<file path="src/rtl/pirq_pkg.sv">
package pirq_pkg;

    typedef enum logic [1:0] {
        RA_PEND = 2'd0,
        RA_EN   = 2'd1,
        RA_SEL  = 2'd2,
        RA_NONE = 2'd3
    } reg_addr_e;

    localparam int unsigned VEC_W = 16;

    typedef struct packed {
        logic             valid;
        logic [VEC_W-1:0] addr;
    } vec_out_t;

    function automatic logic [VEC_W-1:0] vec_of(input logic [VEC_W-1:0] base,
                                                 input int unsigned idx,
                                                 input int unsigned stride);
        return base + VEC_W'(idx * stride);
    endfunction

endpackage

</file>
<file path="src/rtl/pirq_regs.sv">
module pirq_regs #(
    parameter int unsigned NUM_SRC = 16
) (
    input  logic               clk,
    input  logic               rst,
    input  logic [NUM_SRC-1:0] src_evt,
    input  logic [NUM_SRC-1:0] cnt_zero,
    input  logic [NUM_SRC-1:0] ack_clr,
    input  logic               reg_wr,
    input  logic [1:0]         reg_addr,
    input  logic [NUM_SRC-1:0] reg_wdata,
    output logic [NUM_SRC-1:0] reg_rdata,
    output logic [NUM_SRC-1:0] pend_q,
    output logic [NUM_SRC-1:0] en_q,
    output logic [NUM_SRC-1:0] sel_q
);
    import pirq_pkg::*;

    reg_addr_e    ra;
    logic [NUM_SRC-1:0] pend_d, en_d, sel_d;

    assign ra = reg_addr_e'(reg_addr);

    always_comb begin
        pend_d = (reg_wr && ra == RA_PEND) ? reg_wdata : pend_q;
        pend_d = (pend_d & ~ack_clr) | src_evt;
        en_d   = (reg_wr && ra == RA_EN) ? reg_wdata : en_q;
        sel_d  = ((reg_wr && ra == RA_SEL) ? reg_wdata : sel_q) & ~cnt_zero;
    end

    always_ff @(posedge clk) begin
        if (rst) begin
            pend_q <= '0;
            en_q   <= '0;
            sel_q  <= '0;
        end else begin
            pend_q <= pend_d;
            en_q   <= en_d;
            sel_q  <= sel_d;
        end
    end

    always_comb begin
        unique case (ra)
            RA_PEND: reg_rdata = pend_q;
            RA_EN:   reg_rdata = en_q;
            RA_SEL:  reg_rdata = sel_q;
            default: reg_rdata = '0;
        endcase
    end
endmodule

</file>
<file path="src/rtl/pirq_prio.sv">
module pirq_prio #(
    parameter int unsigned NUM_SRC = 16,
    localparam int unsigned IDX_W = (NUM_SRC > 1) ? $clog2(NUM_SRC) : 1
) (
    input  logic [NUM_SRC-1:0] req,
    output logic               any,
    output logic [IDX_W-1:0]   idx,
    output logic [NUM_SRC-1:0] onehot
);
    always_comb begin
        any    = 1'b0;
        idx    = '0;
        onehot = '0;
        for (int i = 0; i < NUM_SRC; i++) begin
            if (req[i]) begin
                any    = 1'b1;
                idx    = IDX_W'(i);
                onehot = '0;
                onehot[i] = 1'b1;
            end
        end
    end
endmodule

</file>
<file path="src/rtl/pirq_vector.sv">
module pirq_vector #(
    parameter int unsigned NUM_SRC   = 16,
    parameter logic [15:0] STD_BASE  = 16'h2100,
    parameter logic [15:0] PTS_BASE  = 16'h2102,
    parameter int unsigned STRIDE    = 4,
    parameter logic [15:0] STD_DUMMY = 16'h2014,
    parameter logic [15:0] PTS_DUMMY = 16'h2016,
    localparam int unsigned IDX_W = (NUM_SRC > 1) ? $clog2(NUM_SRC) : 1
) (
    input  logic               clk,
    input  logic               rst,
    input  logic               ack_std,
    input  logic               ack_pts,
    input  logic               std_any,
    input  logic [IDX_W-1:0]   std_idx,
    input  logic [NUM_SRC-1:0] std_oh,
    input  logic               pts_any,
    input  logic [IDX_W-1:0]   pts_idx,
    input  logic [NUM_SRC-1:0] pts_oh,
    output logic [NUM_SRC-1:0] ack_clr,
    output pirq_pkg::vec_out_t vec_q
);
    import pirq_pkg::*;

    vec_out_t vec_d;

    always_comb begin
        vec_d   = '0;
        ack_clr = '0;
        if (ack_pts) begin
            vec_d.valid = 1'b1;
            if (pts_any) begin
                vec_d.addr = vec_of(PTS_BASE, int'(pts_idx), STRIDE);
                ack_clr    = pts_oh;
            end else begin
                vec_d.addr = PTS_DUMMY;
            end
        end else if (ack_std) begin
            vec_d.valid = 1'b1;
            if (std_any) begin
                vec_d.addr = vec_of(STD_BASE, int'(std_idx), STRIDE);
                ack_clr    = std_oh;
            end else begin
                vec_d.addr = STD_DUMMY;
            end
        end
    end

    always_ff @(posedge clk) begin
        if (rst) begin
            vec_q <= '0;
        end else begin
            vec_q.valid <= vec_d.valid;
            if (vec_d.valid) vec_q.addr <= vec_d.addr;
        end
    end
endmodule

</file>
<file path="src/rtl/pirq_aggregator.sv">
module pirq_aggregator #(
    parameter int unsigned NUM_SRC   = 16,
    parameter logic [15:0] STD_BASE  = 16'h2100,
    parameter logic [15:0] PTS_BASE  = 16'h2102,
    parameter int unsigned STRIDE    = 4,
    parameter logic [15:0] STD_DUMMY = 16'h2014,
    parameter logic [15:0] PTS_DUMMY = 16'h2016
) (
    input  logic               clk,
    input  logic               rst,
    input  logic [NUM_SRC-1:0] src_evt,
    input  logic [NUM_SRC-1:0] cnt_zero,
    input  logic               reg_wr,
    input  logic [1:0]         reg_addr,
    input  logic [NUM_SRC-1:0] reg_wdata,
    output logic [NUM_SRC-1:0] reg_rdata,
    input  logic               ack_std,
    input  logic               ack_pts,
    output logic               std_req,
    output logic               pts_req,
    output logic               vec_valid,
    output logic [15:0]        vec_addr
);
    import pirq_pkg::*;

    localparam int unsigned IDX_W = (NUM_SRC > 1) ? $clog2(NUM_SRC) : 1;

    logic [NUM_SRC-1:0] pend_q, en_q, sel_q, ack_clr;
    logic [NUM_SRC-1:0] std_qual, pts_qual, std_oh, pts_oh;
    logic [IDX_W-1:0]   std_idx, pts_idx;
    logic               std_any, pts_any;
    vec_out_t           vec_q;

    pirq_regs #(.NUM_SRC(NUM_SRC)) u_regs (
        .clk(clk), .rst(rst), .src_evt(src_evt), .cnt_zero(cnt_zero),
        .ack_clr(ack_clr), .reg_wr(reg_wr), .reg_addr(reg_addr),
        .reg_wdata(reg_wdata), .reg_rdata(reg_rdata),
        .pend_q(pend_q), .en_q(en_q), .sel_q(sel_q)
    );

    assign std_qual = pend_q & en_q & ~sel_q;
    assign pts_qual = pend_q & en_q & sel_q;

    pirq_prio #(.NUM_SRC(NUM_SRC)) u_prio_std (
        .req(std_qual), .any(std_any), .idx(std_idx), .onehot(std_oh)
    );

    pirq_prio #(.NUM_SRC(NUM_SRC)) u_prio_pts (
        .req(pts_qual), .any(pts_any), .idx(pts_idx), .onehot(pts_oh)
    );

    pirq_vector #(
        .NUM_SRC(NUM_SRC), .STD_BASE(STD_BASE), .PTS_BASE(PTS_BASE),
        .STRIDE(STRIDE), .STD_DUMMY(STD_DUMMY), .PTS_DUMMY(PTS_DUMMY)
    ) u_vec (
        .clk(clk), .rst(rst), .ack_std(ack_std), .ack_pts(ack_pts),
        .std_any(std_any), .std_idx(std_idx), .std_oh(std_oh),
        .pts_any(pts_any), .pts_idx(pts_idx), .pts_oh(pts_oh),
        .ack_clr(ack_clr), .vec_q(vec_q)
    );

    assign std_req   = std_any;
    assign pts_req   = pts_any;
    assign vec_valid = vec_q.valid;
    assign vec_addr  = vec_q.addr;
endmodule

</file>
<file path="config.mk">
export PLATFORM = sky130hd
export DESIGN_NAME = pirq_aggregator
export DESIGN_NICKNAME = d
export VERILOG_FILES = /design/src/rtl/pirq_pkg.sv /design/src/rtl/pirq_regs.sv /design/src/rtl/pirq_prio.sv /design/src/rtl/pirq_vector.sv /design/src/rtl/pirq_aggregator.sv
export SDC_FILE = /design/constraint.sdc
export NUM_CORES = 1
export LEC_CHECK = 0
export ABC_AREA = 1
export BUFFER_PORTS_ARGS = -buffer_cell sky130_fd_sc_hd__buf_2
export CAP_MARGIN = 10
export CORE_MARGIN = 10
export CORE_UTILIZATION = 30
export CTS_CLUSTER_DIAMETER = 30
export DETAILED_ROUTE_END_ITERATION = 7
export GPL_TIMING_DRIVEN = 0
export PLACE_DENSITY_LB_ADDON = 0.05
export SYNTH_ARGS = -nofsm -noshare
export SYNTH_HDL_FRONTEND = slang
export SYNTH_SLANG_ARGS = --single-unit
</file>
<file path="constraint.sdc">
create_clock -name clk -period 1.9 [get_ports clk]
set_clock_uncertainty 0.05 [all_clocks]
set_input_delay 0.19 -clock clk [delete_from_list [all_inputs] [get_ports clk]]
set_output_delay 0.19 -clock clk [all_outputs]
set_load 0.005 [all_outputs]
</file>
==> impl_metrics.toml <==
[floorplanning]
placement_rows = 39
die_y_um = 129
pin_count = 90
coreArea_mm2 = 0.0116
die-area_mm2 = 0.0167
start_util_pct = 31.0
die_w_um = 129

[global_route]
antenna_found_initial = 0
grt_pass1_vias = 3967
grt_pass1_wl_um = 22000
grt_usage_pct = 17.0
grt_max_degree = 17
overflow = 0

[yosys]
synth_top_family_by_area = "simple AND/OR/NAND/NOR gates"
yosysWarnings = 0
ys_types = 40
synthesis.area_mm2 = 0.00359
synthMuxAreaShare_pct = 3.73
seq_area_frac_synth_pct = 31.3
synth_compound_gate_area_share_pct = 21.7
synthCells = 510
ys_ff_latch = 56
syn_area_per_cell_um2 = 7.03
synth-xor-area-share_pct = 0
synth_fa_ha_area_share_pct = 0
synth-simple-area-share_pct = 30.8

[drt]
drtIter0Drc = 309
drc = 0
wl_um = 14000
vias = 3903
drtAntennaViolNets = 0
drt-wirelength-per-cell_um = 18.3
vias_per_cell = 5.09
first_pass_iters = 6

[power]
power_switching_w = 0.000893
combPwrFrac_pct = 21.2
clock_power_share_pct = 34.0
seqPwrFrac_pct = 44.7
switching_share_pct = 30.7
cellPowerDensity_mw_per_mm2 = 622
total_leakage_power_nw = 2.12
p_int_w = 0.00201
ir_worst_vdd_mv = 0.317
design_power_total_w = 0.00291

[clock_tree]
clock_latency_ps = 310
cts_max_path_buffers = 2
cts.sinks = 56
cts_tree = "yes"
h-tree-depth = 2
root_buffer = "clkbuf_16"
clk_pin_slew_ps = 70
numCtsBuffers = 5

[layout]
layout_commonest_cell = "buf_2"
mostFrequentLayoutCells = "buf_2, inv_1, nand2_1"
num-nets-final = 678
areaGrowthSynthToFinish_pct = 30.4
num_antenna_cells = 0
drive_above_1_share_pct = 31.4
fillers = 1258

[min_path]
hp-start = "cnt_zero[15]"
hp-class = "primary input to register"

[critical_path]
cp-end-kind = "primary output"
cp_cell_sequence = "nand3_2, nand2_4, nor2_4, inv_2, nor2_4, nand2_4, nor2_4, inv_1, buf_2"
worst_path_most_repeated_cell = "nor2_4"
max_stage_delay_ps = 350
critical_path_arrival_ps = 1620
start_kind = "register"
required_ps = 1660
cp_max_fo = 4
rr_startpoint = "u_regs.pend_q[15]"
crit_type = "register to primary output"
slowest_stage = "dfxtp_1"
startpoint = "u_regs.pend_q[15]"

[place]
dpl.hpwl_um = 10800
gp_congestion = 0.883
port_buffers = 78

[timing]
hold_viol_final = 0
whs_ps = 4.41
min_period_ps = 1860
fmax_ghz = 0.537
slew-limit-headroom_pct = 47.7
rsz0062_at_grt = "true"
maxSlewViolCount = 0
worstMarginPinSlew_ps = 785
fin_crit_sh_pct = 98.0
finalSetupViolations = 0

[outcome]
status = "completed"

[run]
max_cap_viol_count = 0
[layout make-up]
cell class	instances	area [um^2]	share of cell area [%]
clock inverter	2	10.0	0.214
inverter	81	307	6.55
sequential	56	1130	24.2
clock buffer	6	139	2.97
multi-input combinational	353	2190	46.8
tap	143	179	3.82
timing repair buffer	98	576	12.3
buffer	28	145	3.10
[logic make-up after synthesis]
| logic type | count (synthesis) |
|---|---|
| other | 1 |
| flip-flops | 56 |
| buffers and inverters | 109 |
| AO/OA/AOI/OAI | 116 |
| AND/OR/NAND/NOR | 216 |
| multiplexers | 12 |
[sequential cells by signal, summed over array words and instances (netlist names)]
signal	flops
u_regs.pend_q	16
u_regs.sel_q	16
u_regs.en_q	16
u_vec.vec_q	8
[layer usage]
metal	up-vias	global-route usage [%]	share of wire (%)	wire length, um
li1	1958	-	-	-
met1	1814	22.0	46	6520
met2	119	27.1	45	6300
met3	12	5.14	7.3	1020
met4	0	3.81	1.4	192
met5	-	0	0	0
[power by group through the flow]
| stage | logic [W] | registers (W) | clock network, W |
|---|---|---|---|
| floorplan | 0.000348 | 0.00131 | 0 |
| global placement | 0.000567 | 0.00131 | 0 |
| detailed placement | 0.000571 | 0.00132 | 0 |
| CTS | 0.000605 | 0.00129 | 0.00102 |
| global route | 0.000692 | 0.00131 | 0.00106 |
| finish | 0.000618 | 0.00130 | 0.000989 |
[cell usage after synthesis]
library cell | instances | area [um^2]
buf_4 | 9 | 67.6
conb_1 | 1 | 3.75
a22oi_1 | 1 | 7.51
o41ai_1 | 2 | 17.5
nor2_1 | 48 | 180
nor2_4 | 5 | 56.3
buf_2 | 1 | 5.00
buf_1 | 2 | 7.51
nand3_1 | 41 | 205
a41oi_1 | 1 | 8.76
nor3b_1 | 1 | 7.51
a21boi_2 | 1 | 11.3
nor3_2 | 2 | 20.0
nand2_4 | 4 | 45.0
o21bai_1 | 1 | 7.51
nand3_2 | 8 | 80.1
a21oi_1 | 34 | 170
inv_1 | 77 | 289
nand2_1 | 75 | 282
nor4_1 | 2 | 12.5
mux2i_1 | 1 | 10.0
o211ai_1 | 3 | 22.5
o221ai_1 | 16 | 140
o21ai_0 | 26 | 130
a2111oi_0 | 16 | 140
clkbuf_1 | 16 | 60.1
a21boi_0 | 1 | 7.51
a31oi_1 | 3 | 18.8
inv_2 | 4 | 15.0
nor2_8 | 1 | 20.0
nand3_4 | 2 | 35.0
mux2_2 | 11 | 124
nand2_2 | 7 | 43.8
nor3b_4 | 1 | 18.8
a21oi_2 | 8 | 70.1
o2111ai_1 | 1 | 8.76
dfxtp_1 | 56 | 1120
o311ai_0 | 2 | 17.5
nand4_1 | 4 | 25.0
nor3_1 | 15 | 75.1
[worst paths after layout]
kind / end / depth (start not counted) / slack [ps]
setup / recovery: pts_req / 9 / 40
hold / removal: u_regs.sel_q[15] / 2 / 4
setup reg to reg: u_vec.vec_q[2] / 13 / 140
hold reg to reg: u_regs.en_q[1] / 2 / 420
[critical path: cells and delay by family (launching register included)]
| family | cells | cell delay (ps) |
|---|---|---|
| simple gates | 6 | 720 |
| buf+inv | 3 | 250 |
| flops | 1 | 350 |
[timing repair]
action                     in CTS  in global routing
buffers inserted                2                  4
pin swaps                       3                  6
hold buffers                   14                  0
setup endpoints to repair      15                 26
resized for setup               8                 46
hold endpoints to repair       14                  0
[stage by stage]
step           instance area, um^2  util (%)  setup WS (ps)  std cells  TNS [ps]
5_1_grt                       4680      40.5          -62.5        767      -115
2_1_floorplan                 3620         -            355        518         0
3_3_place_gp                  4190      36.2           -256        739     -5610
4_1_cts                       4520      39.1          -80.5        763     -80.5
6_report                      4680      40.5           37.7        767         0
3_5_place_dp                  4190      36.2           -234        739     -4980
No activity file was read; power rests on OpenSTA's default activity.
